## src/rtl/rww_pkg.sv

```systemverilog
// Shared types for the read-while-write flash controller.
package rww_pkg;
    // Region of a page: concurrent keeps other-region reads alive, exclusive halts the CPU.
    typedef enum logic {
        REGION_CONC = 1'b0,
        REGION_EXCL = 1'b1
    } region_e;
endpackage

```

## src/rtl/rww_region_decode.sv

```systemverilog
// Maps a page number to its region by comparing it with a fixed split page.
// Assumes SPLIT_PAGE fits in PAGE_W+1 bits.
module rww_region_decode
    import rww_pkg::*;
#(
    parameter int PAGE_W     = 6,
    parameter int SPLIT_PAGE = 48
) (
    input  logic [PAGE_W-1:0] page,
    output region_e           region
);
    localparam logic [PAGE_W:0] SPLIT = SPLIT_PAGE[PAGE_W:0];

    // Pages below the split are concurrent, all others exclusive.
    always_comb begin
        region = ({1'b0, page} < SPLIT) ? REGION_CONC : REGION_EXCL;
    end
endmodule

```

## src/rtl/rww_prog_timer.sv

```systemverilog
// Counts the length of one program operation. A start loads the counter; active
// is high for exactly PROG_CYCLES cycles, then done pulses for one cycle.
// Assumes start is only raised while active is low.
module rww_prog_timer #(
    parameter int PROG_CYCLES = 20
) (
    input  logic clk,
    input  logic rst_n,
    input  logic start,
    output logic active,
    output logic done
);
    localparam int CNT_W = (PROG_CYCLES > 1) ? $clog2(PROG_CYCLES) : 1;
    localparam logic [CNT_W-1:0] LOAD = CNT_W'(PROG_CYCLES - 1);

    logic [CNT_W-1:0] cnt_q;

    // Load on start, count down while active, finish at zero.
    always_ff @(posedge clk) begin
        if (!rst_n) begin
            cnt_q  <= '0;
            active <= 1'b0;
            done   <= 1'b0;
        end else begin
            done <= 1'b0;
            if (start && !active) begin
                cnt_q  <= LOAD;
                active <= 1'b1;
            end else if (active) begin
                if (cnt_q == '0) begin
                    active <= 1'b0;
                    done   <= 1'b1;
                end else begin
                    cnt_q <= cnt_q - 1'b1;
                end
            end
        end
    end
endmodule

```

## src/rtl/rww_busy_flag.sv

```systemverilog
// Busy flag for the concurrent region. Set when a concurrent-region operation
// is accepted; cleared only by software while no operation runs. Set wins.
module rww_busy_flag (
    input  logic clk,
    input  logic rst_n,
    input  logic set,
    input  logic clr_req,
    input  logic op_running,
    output logic busy
);
    // Hold the flag until an idle-time clear.
    always_ff @(posedge clk) begin
        if (!rst_n) begin
            busy <= 1'b0;
        end else if (set) begin
            busy <= 1'b1;
        end else if (clr_req && !op_running) begin
            busy <= 1'b0;
        end
    end
endmodule

```

## src/rtl/rww_read_gate.sv

```systemverilog
// Gates CPU reads against the programming state. Stalled requests are dropped,
// concurrent-region reads while busy get the filler word and a violation pulse,
// all others go to the flash. Assumes flash data is valid one cycle after fl_rd_en.
module rww_read_gate
    import rww_pkg::*;
#(
    parameter int              ADDR_W      = 10,
    parameter int              OFS_W       = 4,
    parameter int              DATA_W      = 16,
    parameter int              SPLIT_PAGE  = 48,
    parameter logic [DATA_W-1:0] FILLER_WORD = 16'hBAD0
) (
    input  logic              clk,
    input  logic              rst_n,
    input  logic              rd_req,
    input  logic [ADDR_W-1:0] rd_addr,
    input  logic              stall,
    input  logic              busy,
    input  logic [DATA_W-1:0] fl_rd_data,
    output logic              fl_rd_en,
    output logic [ADDR_W-1:0] fl_rd_addr,
    output logic [DATA_W-1:0] rd_data,
    output logic              rd_valid,
    output logic              rd_violation
);
    localparam int PAGE_W = ADDR_W - OFS_W;

    region_e rd_region;
    logic    served;
    logic    blocked;
    logic    fill_q;

    rww_region_decode #(
        .PAGE_W    (PAGE_W),
        .SPLIT_PAGE(SPLIT_PAGE)
    ) u_rd_decode (
        .page  (rd_addr[ADDR_W-1:OFS_W]),
        .region(rd_region)
    );

    // Classify the current request.
    always_comb begin
        served     = rd_req && !stall;
        blocked    = served && busy && (rd_region == REGION_CONC);
        fl_rd_en   = served && !blocked;
        fl_rd_addr = rd_addr;
    end

    // Register the response qualifiers for the next cycle.
    always_ff @(posedge clk) begin
        if (!rst_n) begin
            rd_valid     <= 1'b0;
            rd_violation <= 1'b0;
            fill_q       <= 1'b0;
        end else begin
            rd_valid     <= served;
            rd_violation <= blocked;
            fill_q       <= blocked;
        end
    end

    // Select the filler for blocked reads, flash data otherwise.
    always_comb begin
        rd_data = fill_q ? FILLER_WORD : fl_rd_data;
    end
endmodule

```

## src/rtl/rww_flash_ctrl.sv

```systemverilog
// Read-while-write flash access controller. Accepts erase/write commands while
// idle, decodes the target region, runs the operation timer, drives the CPU
// stall for exclusive-region operations and keeps the concurrent-region busy flag.
// Assumes the flash model starts an operation on fl_prog_start.
module rww_flash_ctrl
    import rww_pkg::*;
#(
    parameter int                ADDR_W      = 10,
    parameter int                OFS_W       = 4,
    parameter int                DATA_W      = 16,
    parameter int                RWW_PAGES   = 48,
    parameter int                PROG_CYCLES = 20,
    parameter logic [DATA_W-1:0] FILLER_WORD = 16'hBAD0,
    localparam int               PAGE_W      = ADDR_W - OFS_W
) (
    input  logic              clk,
    input  logic              rst_n,
    input  logic              cmd_valid,
    input  logic              cmd_erase,
    input  logic [PAGE_W-1:0] cmd_page,
    input  logic              busy_clr,
    input  logic              rd_req,
    input  logic [ADDR_W-1:0] rd_addr,
    output logic [DATA_W-1:0] rd_data,
    output logic              rd_valid,
    output logic              rd_violation,
    output logic              cpu_stall,
    output logic              op_active,
    output logic              op_done,
    output logic              cmd_err,
    output logic              rww_busy,
    output logic              fl_rd_en,
    output logic [ADDR_W-1:0] fl_rd_addr,
    input  logic [DATA_W-1:0] fl_rd_data,
    output logic              fl_prog_start,
    output logic              fl_prog_erase,
    output logic [PAGE_W-1:0] fl_prog_page
);
    region_e cmd_region;
    region_e op_region_q;
    logic    accept;

    rww_region_decode #(
        .PAGE_W    (PAGE_W),
        .SPLIT_PAGE(RWW_PAGES)
    ) u_cmd_decode (
        .page  (cmd_page),
        .region(cmd_region)
    );

    // A command is taken only when no operation runs.
    always_comb begin
        accept = cmd_valid && !op_active;
    end

    rww_prog_timer #(
        .PROG_CYCLES(PROG_CYCLES)
    ) u_timer (
        .clk   (clk),
        .rst_n (rst_n),
        .start (accept),
        .active(op_active),
        .done  (op_done)
    );

    rww_busy_flag u_busy (
        .clk       (clk),
        .rst_n     (rst_n),
        .set       (accept && (cmd_region == REGION_CONC)),
        .clr_req   (busy_clr),
        .op_running(op_active),
        .busy      (rww_busy)
    );

    // Latch the operation's region and flash command; flag rejected commands.
    always_ff @(posedge clk) begin
        if (!rst_n) begin
            op_region_q   <= REGION_CONC;
            fl_prog_start <= 1'b0;
            fl_prog_erase <= 1'b0;
            fl_prog_page  <= '0;
            cmd_err       <= 1'b0;
        end else begin
            fl_prog_start <= accept;
            cmd_err       <= cmd_valid && op_active;
            if (accept) begin
                op_region_q   <= cmd_region;
                fl_prog_erase <= cmd_erase;
                fl_prog_page  <= cmd_page;
            end
        end
    end

    // Halt the CPU for the full length of an exclusive-region operation.
    always_comb begin
        cpu_stall = op_active && (op_region_q == REGION_EXCL);
    end

    rww_read_gate #(
        .ADDR_W     (ADDR_W),
        .OFS_W      (OFS_W),
        .DATA_W     (DATA_W),
        .SPLIT_PAGE (RWW_PAGES),
        .FILLER_WORD(FILLER_WORD)
    ) u_gate (
        .clk         (clk),
        .rst_n       (rst_n),
        .rd_req      (rd_req),
        .rd_addr     (rd_addr),
        .stall       (cpu_stall),
        .busy        (rww_busy),
        .fl_rd_data  (fl_rd_data),
        .fl_rd_en    (fl_rd_en),
        .fl_rd_addr  (fl_rd_addr),
        .rd_data     (rd_data),
        .rd_valid    (rd_valid),
        .rd_violation(rd_violation)
    );
endmodule

```

## config.mk

```make
export PLATFORM = sky130hd
export DESIGN_NAME = rww_flash_ctrl
export DESIGN_NICKNAME = d
export VERILOG_FILES = /design/src/rtl/rww_pkg.sv /design/src/rtl/rww_region_decode.sv /design/src/rtl/rww_prog_timer.sv /design/src/rtl/rww_busy_flag.sv /design/src/rtl/rww_read_gate.sv /design/src/rtl/rww_flash_ctrl.sv
export SDC_FILE = /design/constraint.sdc
export NUM_CORES = 1
export LEC_CHECK = 0
export BUFFER_PORTS_ARGS = -buffer_cell sky130_fd_sc_hd__buf_4
export CORE_MARGIN = 10
export CORE_UTILIZATION = 34
export CTS_CLUSTER_DIAMETER = 100
export DETAILED_ROUTE_END_ITERATION = 10
export PLACE_DENSITY = 0.83
export SETUP_SLACK_MARGIN = 0.3
export SLEW_MARGIN = 5
export SYNTH_ARGS = -nofsm -noshare
export SYNTH_HDL_FRONTEND = slang
export SYNTH_SLANG_ARGS = --single-unit
```

## constraint.sdc

```tcl
create_clock -name clk -period 1.25 [get_ports clk]
set_input_delay 0.0625 -clock clk [delete_from_list [all_inputs] [get_ports clk]]
set_output_delay 0.0625 -clock clk [all_outputs]
set_load 0.02 [all_outputs]
```

=== After elaboration in Yosys (flattened, before gate mapping) ===
Cells that the tools add are included.

* Register bits: 20
* Input port bits: 38
* Output and inout port bits: 42
* Logic and storage cells: 50

* $add $sub $neg: 1
* $lt $le $gt $ge: 2
* Eq/ne operators: 1
* Multiplexer cells: 11
* Bitwise operators: 3
* Reduce and logical (&&, ||, !) cells: 20

{| class="wikitable"
|+ Operator list
! cell !! count
|-
| $mux 16 || 1
|-
| $mux 5 || 3
|-
| $lt 6x6->1 const B || 2
|-
| $logic_and 1x1->1 || 10
|-
| $mux 1 || 7
|-
| $logic_not 5->1 || 1
|-
| $sub 5x1->5 const B || 1
|-
| $reduce_and 2->1 || 2
|-
| $reduce_bool 2->1 || 2
|-
| $logic_not 1->1 || 3
|-
| $not 1->1 || 3
|-
| $reduce_or 3->1 || 1
|-
| $ne 2x1->1 const B || 1
|-
| $reduce_or 2->1 || 1
|}

=== Logic depth before layout (Yosys ltp) ===
Gate-level depths: netlist (run 1).

* Depth in word-level cells: 7
* Gate-level depth with buffers: 5

=== Cells and area by module ===
From an unflattened synthesis (run 1), not the netlist that was laid out.

* Cells, all modules: 114
* Area total of the unflattened synthesis: 1043.5 um2

{| class="wikitable"
|+ Modules (own cells, without submodules)
! module !! times used !! cells an instance !! area each (um2) !! sequential area each (um2)
|-
| rww_flash_ctrl || 1 || 42 || 410.4 || 200.2
|-
| rww_prog_timer || 1 || 33 || 316.6 || 140.1
|-
| rww_read_gate || 1 || 33 || 262.8 || 40.0
|-
| rww_busy_flag || 1 || 4 || 41.3 || 20.0
|-
| rww_region_decode || 2 || 1 || 6.3 || 0.0
|}

=== Worst setup path before layout (run 1) ===
OpenSTA, ideal clock, no wires.

* Path type: reg2reg
* Start: register u_timer.cnt_q[0]
* End: register u_timer.cnt_q[0]
* Library setup time: 0.116 ns
* Arrival time: 1.204 ns
* Required time: 1.134 ns
* Path slack: -0.070 ns
* Stages on the path, launching flop included: 6
* Buffers on the path: 0
* Period minus slack after synthesis: 1.320 ns
* Cells stage by stage: dfxtp_1 -> inv_1 -> ha_1 -> nor4b_4 -> or2b_4 -> a31o_1

* Longest elaborated chain between the ends: 4
* Elaborated cells between the ends (all ways): 7
* Those cells by class: 1 x add/sub; 1 x eq/ne; 3 x mux; 2 x reduce/logical

{| class="wikitable"
|+ RTL lines
! what !! line !! text
|-
| start: declaration || rww_prog_timer.sv:16 || <nowiki>logic [CNT_W-1:0] cnt_q;</nowiki>
|-
| start signal: assignment || rww_prog_timer.sv:34 || <nowiki>cnt_q <= cnt_q - 1'b1;</nowiki>
|-
| $sub 5x1->5 || rww_prog_timer.sv:34 ||
|-
| $mux 5 || rww_prog_timer.sv:30 || <nowiki>if (cnt_q == '0) begin</nowiki>
|-
| $mux 5 || rww_prog_timer.sv:29 || <nowiki>end else if (active) begin</nowiki>
|-
| $mux 5 || rww_prog_timer.sv:26 || <nowiki>if (start && !active) begin</nowiki>
|}

Several ways; a longest one is shown, not always the timed one. The select of a mux whose other input is x is not followed.
A chain may end at the register's enable or synchronous reset.

=== Worst setup path in the final report (run 1) ===
* Start: register u_timer.cnt_q[1]
* End: register u_timer.cnt_q[0]

* Longest elaborated chain between the ends: 3

{| class="wikitable"
|+ RTL lines
! what !! line
|-
| $logic_not 5->1 || rww_prog_timer.sv:30
|-
| $ne 2x1->1 (no source line) || -
|-
| $reduce_and 2->1 (no source line) || -
|}

Every way passes these cells.

==> results.md, run 1 <==
- Status: finished with violations
- Failing checks: setup timing
- Starting Density: 35.6%
- Global route overflow: 0
- Post-Syn Instances: 116
- Overall power: about 0.0019 W
- Required @ worst endpoint: approximately 1.5 ns
- Worst Hold Class: in2reg
- Area Overhead vs Synth: 94.0%
- Clk buf depth: 2
- Initial DRC count: 17
- Cell variety after synth: 29
- Finished layout cell area: approximately 1900 µm²
- Async SR Flop Fraction: 0%
- Switching Fraction: a little under a third
- Synthesized cell area: around 980 µm²
- Total Routed Length: about 3.8 mm
- Fraction of layout cells with a size suffix above 1: about three quarters
- Skew final: about 0.00073 ns
- Sequential cell fraction of total power: 39.9%
- Yosys warnings: 0
- Antenna violations before repair: 0
- Ant diodes: 0
- Final hold vios: 0
- Pin count of the biggest net entering global routing: 12
- Highest Clock Rate: between 700 and 800 MHz
- Most frequent cell after synthesis: dfxtp_1
- Die X: 73.7 µm
- Post-placement cell count: roughly 200
- Post-synth top area cell: dfxtp_1
- Comb power frac: between 40% and 50%
- Vias: 1,063
- Setup violators final: 2
- Rel. slew slack: 77.2%
- Final cell count without fillers: around 220
- Switch Pwr: just under 0.0006 W
- Mapped Avg Cell Area: between 8 and 9 µm²
- Global placer's final weighted congestion: about 0.86
- Met2 WL post-DR: 1.84 mm
- PD cells: around 980 nW/µm²
- Clk root buf: clkbuf_4
- Final Cycle Share: 101%
- Seq/Total Area, Yosys: 40.8%
- Setup CP Type: reg2reg
- Clk_lat worst skew: around 0.3 ns
- Ys flop type: dfxtp_1
- Number of clock sinks: 20
- Cell Rows: 19
- Global-route wire length before repair: 5.34 mm
- LEAKAGE: between 0.9 and 1 nW
- Yosys reg bits: 20
- Reg clk slew, reported paths: 0.11 ns
- DRC errors left: 0
- Worst Tran Pin Value: around 0.34 ns
- Core Area: approximately 2800 µm²
- Drt pass-1 iters: 4
- Total die area: roughly 5400 µm²
- Pint: 0.00127 W
- Nets: around 230
- Max-cap viol count: 0
- VDD IR max: 0.842 mV
- Ports: 80
- Post-synth EDFFs: 0
- CP arrival: approximately 1.5 ns
- Metal3 WL: ~500 µm
- CP Capture Type: flip-flop
- Met1 wire length: roughly 1.4 mm
- CTS Buf Count: 3
- Clock power share: between 20 and 25%
- Commonest cells in the netlist: dfxtp_1, nand2_1, buf_4
- Setup WS post-layout: -0.00981 ns
- RSZ-0062 raised after global routing: true
- ANT nets after route: 0
- Die Ht: ~74 µm
- Crit path max fanout: 5
- Syn Nets: roughly 160
- Detailed Place HPWL: 2.67 mm
- Final Max Slew Viols: 0
- Top Metal Used: met4
- # fillers: ~180
- WL per Instance: approximately 17 µm
- Startpoint Class: flip-flop
- Synth area leaders: dfxtp_1, buf_4, nand2_1, nor2b_1, a21oi_1
- CTS H-tree depth: 1
- DR vias/cell: a little under 5
- Total global-route track usage: between 10 and 15%
- Yosys top cell area share: a little over 40%
- Minimum clock period: approximately 1.3 ns
- PortBufs: 63
- Post-DP Area: between 1000 and 1500 µm²
- CTS tree: built
- Vias in the first global route: about 1,100
## sequential cells by signal (all words and copies together) (netlist names)
name / count
u_gate.rd_valid: 1
u_busy.busy: 1
cmd_err: 1
op_region_q: 1
fl_prog_page: 6
u_gate.rd_violation: 1
fl_prog_erase: 1
fl_prog_start: 1
u_timer.active: 1
u_timer.cnt_q: 5
u_timer.done: 1
## layer usage
| metal | global-route usage, % | vias up |
|---|---|---|
| met4 | 4.14 | 0 |
| met1 | 11.5 | 485 |
| li1 | - | 511 |
| met2 | 22.0 | 59 |
| met3 | 6.33 | 8 |
| met5 | 0 | - |
## worst paths after layout
kind                                  startpoint                to  slack [ns]  depth (start not counted)
worst min-delay path                 cmd_page[5]   fl_prog_page[5]        0.02                          3
worst max register to register  u_timer.cnt_q[1]  u_timer.cnt_q[0]       -0.01                          5
worst min register to register   fl_prog_page[2]   fl_prog_page[2]        0.48                          2
worst max-delay path            u_timer.cnt_q[1]  u_timer.cnt_q[0]       -0.01                          5
## kinds of logic (layout without fill, tap and decap cells)
group | after synthesis | count (layout) | share of synthesized area (%)
fa+ha+maj | 1 | 1 | 1.27
buf+inv | 21 | 89 | 13.8
simple gates | 52 | 53 | 29.9
mux | 1 | 1 | 1.02
flops | 20 | 20 | 40.8
compound gates | 21 | 21 | 13.2
## what timing repair did
item                                    CTS  global route
hold endpoints to repair                  5             0
gates cloned                              1             0
endpoints found under the setup margin   37            38
setup buffers                             8             2
pin swaps                                12            10
gates resized for setup                  47            36
hold buffers                              5             0
## stage by stage
step                      setup slack (ns)  hold WS (ns)  util, %  setup TNS, ns
after floorplan                     0.0459         0.198        -              0
after global placement              0.0219         0.125     52.4              0
after detailed placement           -0.0416         0.125     52.4        -0.0689
after CTS                         -0.00947        0.0123     63.6       -0.00947
after global routing               -0.0591        0.0212     69.1         -0.150
final                             -0.00981        0.0193     69.1        -0.0125
## cell type report
cell class	count	area, µm²	area share, %
repair buffers	80	716	37.6
well taps	31	38.8	2.04
inverters	5	18.8	0.985
multi-input cells	76	682	35.8
flip-flops and latches	20	414	21.7
clock buffers	4	36.3	1.90
## worst max-delay path, cell delays in order (launching register included)
cell and delay, ns:
dfxtp_2 0.37, inv_2 0.05, ha_4 0.15, nor4b_4 0.14, or2b_4 0.28, a31o_1 0.18
## cells in the final DEF, fill, tap and decap left out, types with 2 or more instances in the layout
| master | synthesis | final |
|---|---|---|
| a21oi_2 | 0 | 11 |
| and3_1 | 3 | 3 |
| buf_4 | 13 | 50 |
| buf_6 | 1 | 24 |
| clkbuf_4 | 0 | 3 |
| dfxtp_1 | 20 | 13 |
| dfxtp_2 | 0 | 5 |
| dfxtp_4 | 0 | 2 |
| dlygate4sd3_1 | 0 | 5 |
| inv_1 | 5 | 2 |
| inv_2 | 0 | 3 |
| nand2_1 | 19 | 7 |
| nand2_2 | 0 | 4 |
| nand2_4 | 0 | 8 |
| nand2b_4 | 0 | 2 |
| nor2b_1 | 10 | 4 |
| nor2b_4 | 0 | 6 |
| or2_4 | 0 | 8 |
| or3_1 | 2 | 2 |
## power by group through the flow
stage | registers (W) | clock network, W | logic (W)
after floorplan | 0.000780 | 0 | 0.000339
after detailed placement | 0.000762 | 0 | 0.000538
after global placement | 0.000756 | 0 | 0.000523
after global routing | 0.000750 | 0.000408 | 0.000794
after CTS | 0.000741 | 0.000385 | 0.000683
final | 0.000743 | 0.000374 | 0.000744
Note: power is estimated with default switching activity, not from simulation.
==> run 2: changes to the inputs <==
CORE_ASPECT_RATIO = 0.75   (was default)
==> run 2 against run 1 <==
Net effect: the flow still finishes with violations (setup timing); maximum frequency is 1.5% lower; critical path depth stayed put; utilization is 3.8 points higher; sequential cell count stayed put; via count is 3.7% higher; non-clock buffer count is 1 higher; combinational power is 3.2% higher; clock skew is 0.0023 ns higher; setup slack worse by 0.019 ns; largest cell class unchanged; largest power group unchanged.
==> results.md, run 2 (same netlist as run 1, synthesis figures left out) <==
- Initial DRC count: 21
- Clk root buf: clkbuf_8
- HP Start: cmd_page[3]
- Fin util: between 70% and 80%
- Antenna violations before repair: 0
- Global route overflow: 0
- Largest regs: fl_prog_page: 6 flops, u_timer.cnt_q: 5 flops
- Most common cell after layout, fill and taps aside: buf_4
- Sequential cell fraction of total power: about a third
- CTS Buf Count: 3
- Setup violators final: 1
- Reg with most FFs: fl_prog_page
- Vias: roughly 1,100
- PortBufs: between 60 and 70
- Final Cycle Share: 102%
- Clk buf depth: 2
- VDD IR max: about 0.9 mV
- Total die area: 5460 µm²
- Ports: 80
- Met1 GRT Util: between 10% and 20%
- Status: finished with violations
- Number of clock sinks: 20
- Fin Setup TNS: -0.0284 ns
- Crit path max fanout: 5
- Fraction of layout cells with a size suffix above 1: between 70% and 80%
- Global-route wire length before repair: 5.14 mm
- Starting Density: 36.6%
- Startpoint Class: flip-flop
- M3 GR Usage: approximately 5.2%
- Met2 usage: 20.2%
- Setup CP Type: reg2reg
- Vias in the first global route: around 1,000
- Overall power: between 0.002 and 0.0025 W
- CP arrival: around 1.4 ns
- Minimum clock period: roughly 1.3 ns
- Failing checks: setup timing
- Area Overhead vs Synth: 99.1%
- Reg clk slew, reported paths: ~0.080 ns
- Worst Hold Class: in2reg
- CP Capture Type: flip-flop
- Final Max Slew Viols: 0
- Setup WS post-layout: -0.0284 ns
- Max-cap viol count: 0
- WL per Instance: between 15 and 20 µm
- Die X: roughly 80 µm
- Total global-route track usage: between 10% and 20%
- Clk_lat worst skew: about 0.26 ns
- Rel. slew slack: between 70% and 80%
- Finished layout cell area: roughly 2000 µm²
- PD cells: between 1000 and 1500 nW/µm²
- DRC errors left: 0
- Core Area: approximately 2700 µm²
- Switching Fraction: approximately 29%
- Ant diodes: 0
- Required @ worst endpoint: 1.41 ns
- FF-to-FF Start: u_timer.cnt_q[1]
- Most frequent cells in the layout: buf_4, buf_6, dfxtp_1
- Global placer's final weighted congestion: approximately 0.84
- CTS tree: built
- Cell Rows: 16
- Nets: 226
- Clock power share: around 30%
- Drt pass-1 iters: 4
- ANT nets after route: 0
- Worst Tran Pin Value: roughly 0.38 ns
- Hold buffers post-CTS: 0
- Post-DP Area: between 1000 and 1500 µm²
- Die Ht: 66.5 µm
- Total Routed Length: roughly 3.8 mm
- Final hold vios: 0
- Skew final: 0.00301 ns
- Detailed Place HPWL: roughly 2.5 mm
- DR vias/cell: roughly 5.0
- Switch Pwr: slightly above 0.0006 W
- Largest register FFs: 6
- Gr busiest metal: met2
- Pint: between 0.0015 and 0.002 W
- Critical path origin: u_timer.cnt_q[1]
- Pre-CTS WS: -0.0277 ns
- Pin count of the biggest net entering global routing: 14
- # fillers: 180
- CTS H-tree depth: 1
- Comb power frac: a little over a third
- Highest Clock Rate: a little under 800 MHz
- LEAKAGE: between 0.9 and 1 nW
- RSZ-0062 raised after global routing: true
==> run 2: changes by cell type in the layout (fill, tap and decap cells not counted), moves of 3 or more <==
cell,before,now
and3_4,0,3
clkbuf_4,3,0
dfxtp_2,5,2
dlygate4sd3_1,5,0
buf_6,24,27
dfxtp_1,13,16
buf_4,50,53
==> run 2: path summary, 6_finish.rpt <==
kind                                          to  slack (ns)  cells after the start
worst max-delay path            u_timer.cnt_q[0]       -0.03                      5
worst min-delay path             fl_prog_page[3]        0.04                      3
worst max register to register  u_timer.cnt_q[0]       -0.03                      5
worst min register to register   fl_prog_page[0]        0.47                      2
==> run 2: timing repair <==
item | CTS | global route
setup endpoints to repair | 37 | 37
buffers inserted | 8 | 8
pin swaps | 7 | 19
gates resized for setup | 43 | 46
cloned | 1 | 0
==> run 2: per-stage QoR <==
stage | hold slack (ns) | std cells
final | 0.0366 | 222
after CTS | 0.0281 | 214
after global routing | 0.0246 | 222
after detailed placement | 0.125 | 201
after floorplan | 0.198 | 116
after global placement | 0.125 | 201
==> run 2: metal layers <==
metal / vias up / routed length, µm / part of all wire [%]
met1: 515 / 1530 / 40
met4: 0 / 39 / 1.0
met5: - / 0 / 0
li1: 517 / - / -
met2: 62 / 1870 / 49
met3: 8 / 384 / 10
==> run 2: worst max-delay path: stages, from the launching register on <==
cell and delay (ns):
dfxtp_2 0.33, inv_2 0.06, ha_4 0.13, nor4b_4 0.33
a2111oi_2 0.13, a31o_1 0.20
==> run 2: power by group through the flow <==
stage,combinational (W),sequential (W),clock (W)
final,0.000768,0.000741,0.000653
after CTS,0.000652,0.000739,0.000668
after floorplan,0.000339,0.000780,0
after global routing,0.000818,0.000747,0.000693
after detailed placement,0.000536,0.000760,0
after global placement,0.000523,0.000756,0
==> run 2: area by class of cell <==
class                      count  area, µm²  area share [%]
multi-input combinational     76        688            35.2
tap                           36       45.0            2.30
clock buffer                   3       41.3            2.11
sequential                    20        410            21.0
inverter                       5       18.8           0.960
timing repair buffer          81        722            36.9
clock inverter                 1       30.0            1.54
